[src/rtl/clkstop_pkg.sv]
package clkstop_pkg;

  localparam int DOM_CPU = 0;
  localparam int DOM_AGP = 1;
  localparam int DOM_PCI = 2;
  localparam int DOM_N   = 3;

  // Raw phase level at a given phase index for a half-period
  function automatic logic lvl_hi(input int unsigned idx, input int unsigned half);
    return ((idx / half) % 2) == 0;
  endfunction

endpackage

[src/rtl/clkstop_sync.sv]
module clkstop_sync #(
  parameter int W = 3
) (
  input  logic         clk,
  input  logic         rst_n,
  input  logic [W-1:0] d,
  output logic [W-1:0] q
);
  logic [W-1:0] s1_q, s2_q;

  // Reset to 0: every control starts asserted, so outputs start parked
  always_ff @(posedge clk or negedge rst_n) begin
    if (!rst_n) begin
      s1_q <= '0;
      s2_q <= '0;
    end else begin
      s1_q <= d;
      s2_q <= s1_q;
    end
  end

  assign q = s2_q;
endmodule

[src/rtl/clkstop_phase.sv]
module clkstop_phase
  import clkstop_pkg::*;
#(
  parameter int unsigned CPU_HALF = 1,
  parameter int unsigned AGP_HALF = 2,
  parameter int unsigned PCI_HALF = 4
) (
  input  logic             clk,
  input  logic             rst_n,
  output logic [DOM_N-1:0] dom_raw,
  output logic [DOM_N-1:0] dom_nxt,
  output logic [DOM_N-1:0] dom_fall
);
  localparam int unsigned PERIOD = 2 * PCI_HALF;
  localparam int          CW     = (PERIOD > 2) ? $clog2(PERIOD) : 1;
  localparam int unsigned HALF_TAB [DOM_N] = '{CPU_HALF, AGP_HALF, PCI_HALF};

  logic [CW-1:0] cnt_q, cnt_nxt;

  assign cnt_nxt = (cnt_q == CW'(PERIOD - 1)) ? '0 : cnt_q + 1'b1;

  always_ff @(posedge clk or negedge rst_n) begin
    if (!rst_n) cnt_q <= '0;
    else        cnt_q <= cnt_nxt;
  end

  for (genvar g = 0; g < DOM_N; g++) begin : g_dom
    assign dom_raw[g]  = lvl_hi(32'(cnt_q), HALF_TAB[g]);
    assign dom_nxt[g]  = lvl_hi(32'(cnt_nxt), HALF_TAB[g]);
    assign dom_fall[g] = dom_raw[g] & ~dom_nxt[g];
  end
endmodule

[src/rtl/clkstop_gate.sv]
module clkstop_gate (
  input  logic clk,
  input  logic rst_n,
  input  logic fall,
  input  logic ph_nxt,
  input  logic allow,
  output logic clk_q,
  output logic live_q
);
  // live_q moves only where the raw phase drops, so a pulse is never cut
  always_ff @(posedge clk or negedge rst_n) begin
    if (!rst_n) begin
      clk_q  <= 1'b0;
      live_q <= 1'b0;
    end else begin
      clk_q <= live_q & ph_nxt;
      if (fall) live_q <= allow;
    end
  end
endmodule

[src/rtl/clkstop_ctl.sv]
module clkstop_ctl
  import clkstop_pkg::*;
#(
  parameter int          N_CPU    = 3,
  parameter int          N_PCI    = 7,
  parameter int          N_AGP    = 2,
  parameter int unsigned CPU_HALF = 1,
  parameter int unsigned AGP_HALF = 2,
  parameter int unsigned PCI_HALF = 4
) (
  input  logic             clk,
  input  logic             rst_n,
  input  logic             cpu_stop_n,
  input  logic             pci_stop_n,
  input  logic             pwr_dn_n,
  input  logic [N_CPU-1:0] cpu_en,
  input  logic [N_PCI-1:0] pci_en,
  input  logic [N_AGP-1:0] agp_en,
  output logic [N_CPU-1:0] cpu_t,
  output logic [N_CPU-1:0] cpu_c,
  output logic [N_PCI-1:0] pci_q,
  output logic             pci_free,
  output logic [N_AGP-1:0] agp_q
);
  // Synchronized controls, 1 = run
  logic [2:0] ctl_s;
  logic       cpu_run_s, pci_run_s, pd_s;

  clkstop_sync #(.W(3)) u_sync (
    .clk  (clk),
    .rst_n(rst_n),
    .d    ({pwr_dn_n, pci_stop_n, cpu_stop_n}),
    .q    (ctl_s)
  );

  assign cpu_run_s = ctl_s[0];
  assign pci_run_s = ctl_s[1];
  assign pd_s      = ctl_s[2];

  // Phase generation
  logic [DOM_N-1:0] dom_raw, dom_nxt, dom_fall;

  clkstop_phase #(
    .CPU_HALF(CPU_HALF),
    .AGP_HALF(AGP_HALF),
    .PCI_HALF(PCI_HALF)
  ) u_phase (
    .clk     (clk),
    .rst_n   (rst_n),
    .dom_raw (dom_raw),
    .dom_nxt (dom_nxt),
    .dom_fall(dom_fall)
  );

  logic [N_CPU-1:0] cpu_live;
  logic [N_PCI-1:0] pci_live;
  logic [N_AGP-1:0] agp_live;
  logic             free_live;

  // CPU true side
  for (genvar i = 0; i < N_CPU; i++) begin : g_cpu
    clkstop_gate u_gate (
      .clk   (clk),
      .rst_n (rst_n),
      .fall  (dom_fall[DOM_CPU]),
      .ph_nxt(dom_nxt[DOM_CPU]),
      .allow (pd_s & cpu_run_s & cpu_en[i]),
      .clk_q (cpu_t[i]),
      .live_q(cpu_live[i])
    );
  end

  // CPU complement side: power-down state tracked at the CPU falling boundary
  logic cpu_down_q, cpu_down_nxt;
  assign cpu_down_nxt = dom_fall[DOM_CPU] ? ~pd_s : cpu_down_q;

  always_ff @(posedge clk or negedge rst_n) begin
    if (!rst_n) cpu_down_q <= 1'b1;
    else        cpu_down_q <= cpu_down_nxt;
  end

  for (genvar i = 0; i < N_CPU; i++) begin : g_cpuc
    always_ff @(posedge clk or negedge rst_n) begin
      if (!rst_n)            cpu_c[i] <= 1'b0;
      else if (cpu_down_nxt) cpu_c[i] <= 1'b0;
      else if (cpu_live[i])  cpu_c[i] <= ~dom_nxt[DOM_CPU];
      else                   cpu_c[i] <= 1'b1;
    end
  end

  // Stoppable PCI outputs
  for (genvar i = 0; i < N_PCI; i++) begin : g_pci
    clkstop_gate u_gate (
      .clk   (clk),
      .rst_n (rst_n),
      .fall  (dom_fall[DOM_PCI]),
      .ph_nxt(dom_nxt[DOM_PCI]),
      .allow (pd_s & pci_run_s & pci_en[i]),
      .clk_q (pci_q[i]),
      .live_q(pci_live[i])
    );
  end

  // Free-running PCI output: power-down only
  clkstop_gate u_free (
    .clk   (clk),
    .rst_n (rst_n),
    .fall  (dom_fall[DOM_PCI]),
    .ph_nxt(dom_nxt[DOM_PCI]),
    .allow (pd_s),
    .clk_q (pci_free),
    .live_q(free_live)
  );

  // Graphics-port outputs: power-down and enable only
  for (genvar i = 0; i < N_AGP; i++) begin : g_agp
    clkstop_gate u_gate (
      .clk   (clk),
      .rst_n (rst_n),
      .fall  (dom_fall[DOM_AGP]),
      .ph_nxt(dom_nxt[DOM_AGP]),
      .allow (pd_s & agp_en[i]),
      .clk_q (agp_q[i]),
      .live_q(agp_live[i])
    );
  end
endmodule

[config.mk]
export PLATFORM = sky130hd
export DESIGN_NAME = clkstop_ctl
export DESIGN_NICKNAME = d
export VERILOG_FILES = /design/src/rtl/clkstop_pkg.sv /design/src/rtl/clkstop_sync.sv /design/src/rtl/clkstop_phase.sv /design/src/rtl/clkstop_gate.sv /design/src/rtl/clkstop_ctl.sv
export SDC_FILE = /design/constraint.sdc
export NUM_CORES = 1
export LEC_CHECK = 0
export CORE_MARGIN = 2
export CORE_UTILIZATION = 48
export DETAILED_ROUTE_END_ITERATION = 12
export PLACE_DENSITY = 0.77
export SETUP_SLACK_MARGIN = 0.5
export SLEW_MARGIN = 20
export SYNTH_ARGS = -nofsm -noshare
export SYNTH_HDL_FRONTEND = slang
export SYNTH_SLANG_ARGS = --single-unit
[constraint.sdc]
create_clock -name clk -period 2.01 [get_ports clk]
set_clock_uncertainty 0.05 [all_clocks]
set_input_delay 0.201 -clock clk [delete_from_list [all_inputs] [get_ports clk]]
set_output_delay 0.201 -clock clk [all_outputs]
set_load 0.05 [all_outputs]
==> qor.txt <==
Status = completed
Final setup viols = 0
Via/cell ratio = 4.93
Ys Warns = 0
Hold crit path type = input pin to flop
Largest net degree at the start of global routing = 40
Setup WS post-layout = 534 ps
Cts bufs inserted = 5
Post-synthesis mux area share = 0.788%
Max-slew headroom = 46.9%
Post-synth ARST share = 100%
Largest family of logic cells by synthesized area = buffers and inverters
Unique masters post-synth = 20
CP max FO = 4
Detailed placement HPWL = 1530 um
# H-tree levels = 2
Total number of vias = 858
Commonest cells after routing, fill and taps aside = dfrtp_1 (37), clkdlybuf4s50_1 (15), dlygate4sd2_1 (14), inv_1 (13), nor2_1 (9)
Core region area = 2780 um^2
Share of cells above drive strength 1 = 12.6%
Peak VDD IR = 562 uV
PortBufs = 32
Mapped Area = 1430 um^2
RSZ-0062 raised after global routing = yes
Worst hold slack = 245 ps
CTS tree = yes
CTS clk-pin slew, worst paths = 100 ps
Setup TNS = 0 ps
Final min period = 1480 ps
Switching share of total power = 22.7%
Ys flop type = dfrtp_1
P_int = 1.07 mW
Initial antenna violation count = 0
Leakage = 0.848 nW
GRT Resource Usage Total = 15.4%
Total die area = 3430 um^2
Combinational Power Share = 9.3%
Routed wire per std cell = 12.2 um
Starting DRT DRC Count = 17
Req. time, crit path = 2240 ps
Row count = 19
Starting Density = 51.4%
Post-Route WL = 2120 um
Max-Cap Viols = 0
Net Sw Power = 0.315 mW
Post-synthesis simple-gate area fraction = 9.28%
Adder-cell share of the synthesized area = 3.50%
#FFs+latches synth = 39
Initial DRT Pass Iterations = 4
Max-slew violations = 0
Worst-margin pin slew = 797 ps
Final GP Congestion = 0.848
CTS Sinks = 39
Crit path kind = flop to flop
Remaining global-route overflow = 0
Global-route wire length before repair = 3710 um
Most common cell after layout, fill and taps aside = dfrtp_1
Vias in the first global route = 846
Fin. Hold Viols = 0
Fin cells = 174
Core Util, Final = 63.6%
DP Worst Slack = 386 ps
Seq/Total Area, Yosys = 68.4%
Clock share of power = 31.2%
Antenna viol nets, final = 0
Layout area overhead = 23.7%
Critical path data arrival time = 1700 ps
Ant diodes = 0
Syn Inst Count = 115
Net count, final = 163
Power Density = 784 nW/um^2
XOR/XNOR share of the synthesized area = 0%
Final period util = 73.4%
DRC Markers = 0
Crit start category = flop
Die height = 58.6 um
Post-synth EDFFs = 0
Synthesized net count = 136
Compound-Gate Fraction of Synth Area = 7.44%
Io pins = 33
Fmax = 0.677 GHz
Placed Cells incl. Taps = 164
Root buffer cell = clkbuf_4
Crit. End Element = flop
Syn avg cell area = 12.4 um^2
Reg power frac = 59.4%
Clk buf depth = 2
Chip width = 58.6 um
Clock latency on the worst-skew pair = 330 ps
-- cell usage after synthesis, types with 2 or more instances --
library cell	number	area share, %
o22ai_1	7	3.1
ha_1	4	3.5
nor2_1	9	2.4
buf_4	12	6.3
nand2_1	8	2.1
o21ai_0	5	1.8
a32o_1	3	2.1
nand3_1	2	0.70
and2_1	5	2.2
inv_1	13	3.4
dfrtp_1	38	67
-- power by group through the flow --
| stage | registers, mW | clock network, mW | logic [mW] |
|---|---|---|---|
| after global placement | 0.839 | 0 | 0.135 |
| after detailed placement | 0.840 | 0 | 0.137 |
| after global routing | 0.828 | 0.489 | 0.140 |
| after CTS | 0.825 | 0.451 | 0.131 |
| after floorplan | 0.852 | 0 | 0.0609 |
| final | 0.824 | 0.433 | 0.129 |
-- critical path, stage by stage, from the launching register on --
cell,delay [ps]
dfrtp_2,420
ha_1,220
ha_2,200
or3b_4,380
and2_1,150
-- what timing repair did --
item | 4_1_cts | 5_1_grt
resized for setup | 20 | 4
hold endpoints to repair | 38 | 0
buffers inserted | 1 | 0
endpoints found under the setup margin | 25 | 8
hold buffers | 1 | 0
-- state kept, by name (all words and copies together) (netlist names), named ones only --
name	flops
g_pci.u_gate.clk_q	7
g_agp.u_gate.live_q	2
cpu_c	3
g_cpu.u_gate.live_q	3
u_sync.q	3
g_agp.u_gate.clk_q	2
u_phase.cnt_q	3
g_pci.u_gate.live_q	7
u_free.clk_q	1
u_sync.s1_q	3
u_free.live_q	1
g_cpu.u_gate.clk_q	3
-- worst paths after layout --
path / start / to / slack [ps] / depth (start not counted)
setup / recovery: u_phase.cnt_q[0] / flop / 530 / 4
hold / removal: pci_stop_n / u_sync.s1_q[1] / 250 / 1
setup reg to reg: u_phase.cnt_q[0] / flop / 530 / 4
hold reg to reg: u_sync.s1_q[0] / u_sync.q[0] / 310 / 0
max in group asynchronous: rst_n / u_phase.cnt_q[0] / 940 / 2
min in group asynchronous: rst_n / g_pci[5].u_gate.live_q / 420 / 2
-- metrics by stage --
step / total power [mW] / cell area [um^2]
2_1_floorplan: 0.913 / 1430
3_3_place_gp: 0.974 / 1690
3_5_place_dp: 0.978 / 1690
4_1_cts: 1.41 / 1760
5_1_grt: 1.46 / 1770
6_report: 1.39 / 1770
-- kinds of logic after synthesis --
group / after synthesis
flops: 39
buf+inv: 28
simple gates: 27
compound gates: 16
fa+ha+maj: 4
mux: 1
-- final cells by class --
class,count,area (um^2)
clock buffer,8,68.8
timing repair buffer,34,315
sequential,39,978
multi-input combinational,48,310
fill,236,1010
tap,31,38.8
inverter,14,56.3
-- per-layer routing --
layer  vias to the layer above  wire [um]  track usage [%]
met5                         -          0                0
met4                         0         65             11.0
met3                         8        103             4.84
met2                        24       1080             23.4
met1                       415        871             18.4
li1                        411          -                -
Power figures use the tool's default switching activity.
